`config.mk`:
```
export PLATFORM = sky130hd
export DESIGN_NAME = seqrom_port
export DESIGN_NICKNAME = d
export VERILOG_FILES = /design/src/rtl/seqrom_pkg.sv /design/src/rtl/seqrom_decode.sv /design/src/rtl/seqrom_ptr.sv /design/src/rtl/seqrom_fetch.sv /design/src/rtl/seqrom_port.sv
export SDC_FILE = /design/constraint.sdc
export NUM_CORES = 1
export LEC_CHECK = 0
export ABC_AREA = 1
export BUFFER_PORTS_ARGS = -buffer_cell sky130_fd_sc_hd__buf_4
export CORE_MARGIN = 1
export CORE_UTILIZATION = 47
export CTS_CLUSTER_SIZE = 8
export DETAILED_ROUTE_END_ITERATION = 6
export PLACE_DENSITY_LB_ADDON = 0.1
export SYNTH_ARGS = -nofsm -noshare
export SYNTH_HDL_FRONTEND = slang
export SYNTH_HIERARCHICAL = 1
export SYNTH_SLANG_ARGS = --single-unit
```
`constraint.sdc`:
```
create_clock -name clk -period 1.9 [get_ports clk]
set_input_delay 0.095 -clock clk [delete_from_list [all_inputs] [get_ports clk]]
set_output_delay 0.095 -clock clk [all_outputs]
set_load 0.05 [all_outputs]
```
`src/rtl/seqrom_pkg.sv`:
```
package seqrom_pkg;
   typedef enum logic [2:0] {
      PORT_NONE    = 3'd0,
      PORT_RD_DATA = 3'd1,
      PORT_RD_PTR  = 3'd2,
      PORT_WR_DATA = 3'd3,
      PORT_WR_PTR  = 3'd4
   } port_e;

   typedef enum logic [1:0] {
      FS_IDLE = 2'd0,
      FS_REQ  = 2'd1,
      FS_LOAD = 2'd2
   } fetch_e;

   localparam int NUM_PORTS = 4;
endpackage

```
`src/rtl/seqrom_decode.sv`:
```
module seqrom_decode
   import seqrom_pkg::*;
#(
   parameter int             AW          = 16,
   parameter logic [AW-1:0]  RD_DATA_AT  = 16'h9800,
   parameter logic [AW-1:0]  RD_PTR_AT   = 16'h9802,
   parameter logic [AW-1:0]  WR_DATA_AT  = 16'h9C00,
   parameter logic [AW-1:0]  WR_PTR_AT   = 16'h9C02,
   parameter logic [AW-1:0]  MATCH_MASK  = 16'hFFFF
) (
   input  logic          sel,
   input  logic          we,
   input  logic [AW-1:0] addr,
   output port_e         port
);
   logic [NUM_PORTS-1:0] hit;

   for (genvar i = 0; i < NUM_PORTS; i++) begin : g_cmp
      localparam logic [AW-1:0] AT = (i == 0) ? RD_DATA_AT :
                                     (i == 1) ? RD_PTR_AT  :
                                     (i == 2) ? WR_DATA_AT : WR_PTR_AT;
      localparam bit IS_WR = (i >= 2);
      assign hit[i] = sel && (we == IS_WR) && ((addr & MATCH_MASK) == (AT & MATCH_MASK));
   end

   if (((RD_DATA_AT & MATCH_MASK) == (RD_PTR_AT & MATCH_MASK)) ||
       ((WR_DATA_AT & MATCH_MASK) == (WR_PTR_AT & MATCH_MASK))) begin : g_bad_map
      $error("seqrom_decode: two ports of one direction share an address");
   end

   always_comb begin
      port = PORT_NONE;
      if      (hit[0]) port = PORT_RD_DATA;
      else if (hit[1]) port = PORT_RD_PTR;
      else if (hit[2]) port = PORT_WR_DATA;
      else if (hit[3]) port = PORT_WR_PTR;
   end
endmodule

```
`src/rtl/seqrom_ptr.sv`:
```
module seqrom_ptr
   import seqrom_pkg::*;
#(
   parameter int DATA_W = 8,
   localparam int PTR_W = 2 * DATA_W
) (
   input  logic              clk,
   input  logic              rst_n,
   input  logic              take,
   input  port_e             port,
   input  logic [DATA_W-1:0] wdata,
   output logic [PTR_W-1:0]  ptr
);
   logic             second_byte;
   logic [PTR_W-1:0] shifted_in;
   logic [PTR_W-1:0] ptr_next;
   logic             second_next;

   assign shifted_in = {wdata, ptr[PTR_W-1:DATA_W]};

   always_comb begin
      ptr_next    = ptr;
      second_next = second_byte;
      if (take) begin
         unique case (port)
            PORT_RD_DATA, PORT_WR_DATA: begin
               ptr_next    = ptr + PTR_W'(1);
               second_next = 1'b0;
            end
            PORT_RD_PTR: begin
               ptr_next    = {ptr[DATA_W-1:0], ptr[DATA_W-1:0]};
               second_next = 1'b0;
            end
            PORT_WR_PTR: begin
               ptr_next    = second_byte ? shifted_in + PTR_W'(1) : shifted_in;
               second_next = ~second_byte;
            end
            default: ;
         endcase
      end
   end

   always_ff @(posedge clk) begin
      if (!rst_n) begin
         ptr         <= '0;
         second_byte <= 1'b0;
      end else begin
         ptr         <= ptr_next;
         second_byte <= second_next;
      end
   end
endmodule

```
`src/rtl/seqrom_fetch.sv`:
```
module seqrom_fetch
   import seqrom_pkg::*;
#(
   parameter int DATA_W = 8
) (
   input  logic              clk,
   input  logic              rst_n,
   input  logic              start,
   input  logic [DATA_W-1:0] mem_rdata,
   output logic              fetch_req,
   output logic              busy,
   output logic [DATA_W-1:0] pf_byte
);
   fetch_e state;

   always_ff @(posedge clk) begin
      if (!rst_n) begin
         state   <= FS_REQ;
         pf_byte <= '0;
      end else begin
         unique case (state)
            FS_IDLE: if (start) state <= FS_REQ;
            FS_REQ:  state <= FS_LOAD;
            FS_LOAD: begin
               pf_byte <= mem_rdata;
               state   <= FS_IDLE;
            end
            default: state <= FS_IDLE;
         endcase
      end
   end

   assign fetch_req = (state == FS_REQ);
   assign busy      = (state != FS_IDLE);
endmodule

```
`src/rtl/seqrom_port.sv`:
```
module seqrom_port
   import seqrom_pkg::*;
#(
   parameter int            DATA_W        = 8,
   parameter int            CPU_AW        = 16,
   parameter int            PHYS_W        = 21,
   parameter int            PAGE_W        = 13,
   parameter int            REGION_PAGE   = 'h38,
   parameter logic [15:0]   RD_DATA_AT    = 16'h9800,
   parameter logic [15:0]   RD_PTR_AT     = 16'h9802,
   parameter logic [15:0]   WR_DATA_AT    = 16'h9C00,
   parameter logic [15:0]   WR_PTR_AT     = 16'h9C02,
   parameter logic [15:0]   MATCH_MASK    = 16'hFFFF
) (
   input  logic              clk,
   input  logic              rst_n,
   input  logic              compat_mode,
   input  logic              cpu_sel,
   input  logic              cpu_we,
   input  logic [CPU_AW-1:0] cpu_addr,
   input  logic [DATA_W-1:0] cpu_wdata,
   output logic [DATA_W-1:0] cpu_rdata,
   output logic              cpu_wait,
   output logic              mem_req,
   output logic              mem_we,
   output logic [PHYS_W-1:0] mem_addr,
   output logic [DATA_W-1:0] mem_wdata,
   input  logic [DATA_W-1:0] mem_rdata
);
   localparam int PTR_W = 2 * DATA_W;
   localparam logic [PHYS_W-1:0] REGION_BASE = PHYS_W'(REGION_PAGE) << PAGE_W;

   if (PHYS_W < PTR_W) begin : g_bad_width
      $error("seqrom_port: physical bus narrower than the pointer");
   end
   if ((REGION_BASE & ((PHYS_W'(1) << PTR_W) - PHYS_W'(1))) != '0) begin : g_bad_align
      $error("seqrom_port: region base not aligned to the pointer span");
   end

   port_e             port;
   logic              busy;
   logic              fetch_req;
   logic              acc_valid;
   logic [PTR_W-1:0]  ptr;
   logic [DATA_W-1:0] pf_byte;

   seqrom_decode #(
      .AW(CPU_AW), .RD_DATA_AT(RD_DATA_AT), .RD_PTR_AT(RD_PTR_AT),
      .WR_DATA_AT(WR_DATA_AT), .WR_PTR_AT(WR_PTR_AT), .MATCH_MASK(MATCH_MASK)
   ) u_decode (
      .sel  (cpu_sel && compat_mode),
      .we   (cpu_we),
      .addr (cpu_addr),
      .port (port)
   );

   assign acc_valid = (port != PORT_NONE) && !busy;
   assign cpu_wait  = (port != PORT_NONE) && busy;

   seqrom_ptr #(.DATA_W(DATA_W)) u_ptr (
      .clk   (clk),
      .rst_n (rst_n),
      .take  (acc_valid),
      .port  (port),
      .wdata (cpu_wdata),
      .ptr   (ptr)
   );

   seqrom_fetch #(.DATA_W(DATA_W)) u_fetch (
      .clk       (clk),
      .rst_n     (rst_n),
      .start     (acc_valid),
      .mem_rdata (mem_rdata),
      .fetch_req (fetch_req),
      .busy      (busy),
      .pf_byte   (pf_byte)
   );

   always_comb begin
      cpu_rdata = '0;
      if (acc_valid && port == PORT_RD_DATA) cpu_rdata = pf_byte;
      else if (acc_valid && port == PORT_RD_PTR) cpu_rdata = ptr[PTR_W-1:DATA_W];
   end

   assign mem_we    = acc_valid && (port == PORT_WR_DATA);
   assign mem_req   = fetch_req || mem_we;
   assign mem_addr  = REGION_BASE | PHYS_W'(ptr);
   assign mem_wdata = cpu_wdata;
endmodule

```
==> results of run 1 <==
-- final timing paths --
check / start / endpoint / slack [ns] / depth (start not counted)
max: u_fetch/state[0] / mem_req / 0.21 / 6
max reg2reg: u_fetch/state[0] / u_ptr/ptr[15] / 0.23 / 10
min reg2reg: u_fetch/pf_byte[1] / u_fetch/pf_byte[1] / 0.49 / 2
min: rst_n / u_fetch/state[0] / 0.12 / 2
-- final cells by class --
cell class	instances	area share, %
Multi-Input combinational cell	326	49.53
Timing Repair Buffer	88	21.02
Sequential cell	27	16.87
Inverter	72	8.437
Tap cell	70	2.734
Clock buffer	4	1.406
-- cells in the final DEF, fill, tap and decap left out, drive strengths merged, types with 4 or more instances in the layout --
cell type  instances
inv               71
nor2              82
conb               5
a31oi              4
clkbuf             4
nand4              5
o211ai             4
dfxtp             27
nand2            110
nand3             67
o21bai             4
buf               88
o21ai             15
a21oi             19
-- routing by layer --
layer	vias to the layer above	GRT usage (%)	share of wire, %
li1	1530	-	-
met1	1262	30.31	44
met2	102	45.63	49
met3	12	3.042	5.1
met4	0	8.436	2.0
met5	-	0	0
-- registers in the layout, summed over array words and instances (netlist names) --
name,count
u_ptr/ptr,16
u_fetch/pf_byte,8
u_fetch/state,2
u_ptr/second_byte,1
-- power breakdown --
group,switching [mW],internal (mW),total [mW]
Clock,0.181,0.150,0.331
Combinational,0.133,0.0869,0.220
Sequential,0.00626,0.576,0.583
-- cell families (layout without fill, tap and decap cells) --
kind of cell / count (synthesis) / count (layout) / share of synthesized area, %
and+or+nand+nor: 268 / 268 / 48.47
buffers and inverters: 94 / 164 / 16.93
AOI/OAI and AO/OA: 49 / 49 / 11.30
DFF: 27 / 27 / 21.32
adders and majority gates: 2 / 2 / 0.9870
other: 2 / 5 / 0.2963
xor gates and xnor gates: 2 / 2 / 0.6911
-- synthesized netlist by cell type (2+ instances only) --
master | count | share of area (%)
buf_4 | 15 | 4.4
nand4_1 | 5 | 1.2
buf_2 | 4 | 0.79
dfxtp_1 | 27 | 21
inv_1 | 66 | 9.8
nand2_2 | 7 | 1.7
a21oi_1 | 18 | 3.6
nand3_1 | 66 | 13
o211ai_1 | 4 | 1.2
xor2_1 | 2 | 0.69
inv_2 | 5 | 0.74
nand2_1 | 102 | 15
o21ai_0 | 13 | 2.6
o21ai_1 | 2 | 0.39
nor2_4 | 7 | 3.1
nor2_2 | 9 | 2.2
ha_1 | 2 | 0.99
o22ai_1 | 2 | 0.49
a31oi_1 | 4 | 0.99
buf_6 | 2 | 0.89
nor2_1 | 66 | 9.8
o21bai_1 | 4 | 1.2
conb_1 | 2 | 0.30
nor3_1 | 2 | 0.39
-- through the flow --
step	util (%)	hold WS [ns]	setup TNS, ns
finish	62.32	0.1156	0
global route	62.32	0.1191	0
CTS	61.68	0.1124	0
detailed placement	60.81	0.4001	-0.2734
global placement	60.81	0.3894	0
floorplan	-	0.3148	0
-- what timing repair did --
| item | in CTS | in global routing |
|---|---|---|
| buffers inserted | 0 | 3 |
| resized for setup | 0 | 2 |
| endpoints found under the setup margin | 0 | 16 |
| hold buffers | 0 | 0 |
==> results.md, run 1 <==
- IO buf count: 71
- Fin nets: 557
- Fmax: 0.5927 GHz
- Via Count: 2,906
- Ordered cell list for the critical path: nor2_1 > inv_1 > nor2_4 > inv_2 > o21bai_1 > buf_4
- Post-DP Area: 3126 um2
- Worst Hold Class: in -> reg
- CTS root buffer: clkbuf_8
- Share of cells above drive strength 1: 23.79%
- Final-report setup violation count: 0
- RSZ-0062 raised after global routing: false
- Vias/cell: 4.951
- CORE AREA: 5140 um2
- Routed Antenna Nets: 0
- First DRT Iteration DRCs: 166
- CTS Buffer Depth: 2
- Num ports: 77
- Max-Cap Viols: 0
- Setup Crit Path Kind: reg -> out
- Clk_skew: 0.003334 ns
- Slowest Stage Delay on Critical Path: 0.35 ns
- Min cycle time layout: 1.687 ns
- Top_reg_cell synth: dfxtp_1
- Design Power: 1.134 mW
- Inst Count DP: 580
- Multi-input gate area: 1587 um2
- Total track usage: 25.01%
- H-Tree Depth: 1
- Largest net degree at the start of global routing: 20
- Total gr overflow: 0
- Synthesized area: 2535 um2
- Final hold violation count: 0
- Dpl ws: -0.05524 ns
- Cell Rows: 26
- Worst skew pair latency: 0.27 ns
- Crit share post-route: 88.80%
- Remaining DRCs: 0
- Drt first pass iters: 5
- Mean Syn Cell Area: 5.709 um2
- Clock Sink Count: 27
- CTS tree: done
- Slew Viols, Final: 0
- CTS buffer count: 3
- Synth Warn #: 6
- Detailed placement HPWL: 5359 um
- CP max-delay cell: dfxtp_1
- Die area: 5691 um2
- Clock transition at path regs: 0.09 ns
- Crit Path Max Fanout: 17
- Post-synth EDFFs: 0
- Fin area: 3203 um2
- Power per cell area: 354.1 nW/um2
- Die Ht: 75.44 um
- DRT Wirelength: 6760 um
- Synth Instances: 444
- Startpoint types: flip-flop
- Distinct cells, synth: 32
- Setup ws final: 0.2127 ns
- WP buf/inv: 3
- FF+latch area: 540.5 um2
- Outcome: finished, final reports clean
- Routability Congestion: 0.9304
- Post-synthesis sequential area ratio: 21.32%
- Initial antenna violation count: 0
- Number of global-route vias before repair: 2,562
- Non-Filler Instances: 587
- Ant. Diodes: 0
- P_leak: 1.573 nW
- Chip width: 75.44 um
- Filler cells: 540
- Element type at the critical path end: primary output
- FFs w/ async S/R, synth: 0%
- Initial Utilization: 49.32%
- First-pass GRT wire length: 11,010 um
- Routed length per instance: 11.52 um
- WP data arrival: 1.59 ns
- Crit-path leading delay family: simple AND/OR/NAND/NOR gates
- Layout area overhead: 26.36%
- Critical Path RT: 1.80 ns
- Peak VDD IR: 0.0002930 V
- Number of synthesized register bits: 27
(Power assumes the default switching activity.)
==> inputs of run 2 (changes only) <==
--- a/config.mk
+++ b/config.mk
@@ -7,11 +7,13 @@
 export LEC_CHECK = 0
 export ABC_AREA = 1
 export BUFFER_PORTS_ARGS = -buffer_cell sky130_fd_sc_hd__buf_4
+export CAP_MARGIN = 20
 export CORE_MARGIN = 1
 export CORE_UTILIZATION = 47
+export CTS_CLUSTER_DIAMETER = 100
 export CTS_CLUSTER_SIZE = 8
 export DETAILED_ROUTE_END_ITERATION = 6
-export PLACE_DENSITY_LB_ADDON = 0.1
+export PLACE_DENSITY = 0.77
 export SYNTH_ARGS = -nofsm -noshare
 export SYNTH_HDL_FRONTEND = slang
 export SYNTH_HIERARCHICAL = 1
==> run 2 against run 1 <==
Sequential cell count stayed put. Core utilization about the same. Worst hold slack got worse by 0.012 ns. Total power up 1.6%. Die area unchanged. Final cell count down 0.17%. Clock power up 5%. Sequential power hardly changed. Critical path depth unchanged. Maximum frequency shrank 4.2%. Non-clock buffer count decreased by 1. First-iteration DRC count increased by 30%.
==> results.md, run 2 (synthesized netlist as in run 1, its figures left out) <==
- CP max-delay cell: dfxtp_1
- Crit-path leading delay family: simple AND/OR/NAND/NOR gates
- Sw Ratio: 29.65%
- Clock share of power: 30.3%
- Ant. Diodes: 0
- Min cycle time layout: 1.762 ns
- Final TNS setup: 0 ns
- Setup ws final: 0.1380 ns
- Critical Path RT: 1.80 ns
- Chip width: 75.44 um
- Sequential share of power: 50.6%
- Clock Sink Count: 27
- Via Count: 2,980
- WP data arrival: 1.67 ns
- P_leak: 1.579 nW
- CTS tree: done
- Largest net degree at the start of global routing: 20
- Layout area overhead: 26.26%
- Cell internal pwr: 810.6 uW
- Clock transition at path regs: 0.10 ns
- CTS root buffer: clkbuf_8
- Ordered cell list for the critical path: nor2_1 > inv_1 > nor2_4 > nand3_1 > nand2_1 > buf_4
- DRT Wirelength: 6854 um
- Crit share post-route: 92.74%
- Fin util: 62.27%
- Number of global-route vias before repair: 2,607
- Comb power frac: 19.2%
- RSZ-0062 raised after global routing: true
- Final hold violation count: 0
- Registers with the most flip-flops: u_ptr/ptr (16), u_fetch/pf_byte (8), u_fetch/state (2)
- Routability Congestion: 0.8767
- Fin nets: 556
- Largest Register: u_ptr/ptr
- R2R setup slack: 0.20 ns
- Setup Crit Path Kind: reg -> out
- Element type at the critical path end: primary output
- Slowest Stage Delay on Critical Path: 0.36 ns
- Remaining DRCs: 0
- CTS Buffer Depth: 2
- Peak VDD IR: 0.0003248 V
- CP Depth: 6
- Routed length per instance: 11.70 um
- Worst skew pair latency: 0.28 ns
- Initial antenna violation count: 0
- Cell Rows: 26
- Most common library cell in the layout ignoring fill and taps: nand2_1
- Crit Path Max Fanout: 17
- Initial Utilization: 49.32%
- Dpl ws: -0.03579 ns
- Routed Antenna Nets: 0
- Hold Path Depth: 2
- Most frequent cells in the layout: 102 x nand2_1, 85 x buf_4, 66 x nor2_1, 66 x inv_1, 66 x nand3_1
- Total track usage: 25.28%
- Max reg flops: 16
- Worst Hold Class: in -> reg
- Clk_skew: 0.005923 ns
- Die Ht: 75.44 um
- IO buf count: 71
- Power per cell area: 360.0 nW/um2
- Fmax: 0.5675 GHz
- Num ports: 77
- H-Tree Depth: 1
- CTS buffer count: 3
- Vias/cell: 5.085
- First DRT Iteration DRCs: 215
- Startpoint types: flip-flop
- CORE AREA: 5140 um2
- Share of cells above drive strength 1: 23.84%
- Die area: 5691 um2
- Cell count of the worst reg-to-reg path: 10
- Final-report setup violation count: 0
- Detailed placement HPWL: 5464 um
- WP buf/inv: 2
- Sw Pwr: 341.6 uW
- # hold bufs at CTS: 0
- Total gr overflow: 0
- Drt first pass iters: 5
- Outcome: finished, final reports clean
- Slew Viols, Final: 0
- Max-Cap Viols: 0
- First-pass GRT wire length: 11,250 um
[run 2: cell count changes in the layout (fill, tap and decap cells not counted)]
cell	previous run	this run
clkinv_2	0	1
clkbuf_1	1	0
buf_6	0	1
buf_4	87	85
[run 2: metal layers]
metal / GRT usage (%) / share of wire (%)
met3: 4.630 / 6.5
met1: 32.69 / 46
met5: 0 / 0
met4: 4.938 / 0.95
met2: 44.15 / 47
[run 2: final timing paths]
kind / from / to
worst max-delay path: u_fetch/state[0] / cpu_rdata[5]
worst min-delay path: rst_n / u_fetch/state[0]
worst max register to register: u_fetch/state[0] / u_ptr/ptr[8]
worst min register to register: u_fetch/pf_byte[3] / u_fetch/pf_byte[3]
[run 2: power by group through the flow]
stage               Combinational (mW)  Clock (mW)  Sequential [mW]
finish                           0.221       0.349            0.582
global route                     0.245       0.367            0.584
CTS                              0.222       0.359            0.583
detailed placement               0.222           0            0.596
global placement                 0.218           0            0.595
floorplan                        0.152           0            0.594
[run 2: layout make-up]
class / count / area, um2
clock buffers: 3 / 41.29
repair buffers: 87 / 669.4
fillers: 537 / 1939
inverters: 72 / 270.3
multi-input cells: 326 / 1587
well taps: 70 / 87.58
flip-flops and latches: 27 / 540.5
clock inverters: 1 / 5.005
[run 2: metrics by stage]
stage          cells  total power [mW]  hold WS [ns]  instance area (um2)
4_1_cts          585             1.164        0.1013                 3179
3_5_place_dp     581            0.8176        0.3959                 3133
5_1_grt          586             1.196        0.1203                 3201
2_1_floorplan    447            0.7460        0.3148                 2546
6_report         586             1.152        0.1038                 3201
3_3_place_gp     581            0.8134        0.3943                 3133
[run 2: timing repair]
item,4_1_cts,5_1_grt
endpoints found under the setup margin,0,17
setup buffers,0,1
resized for setup,0,3
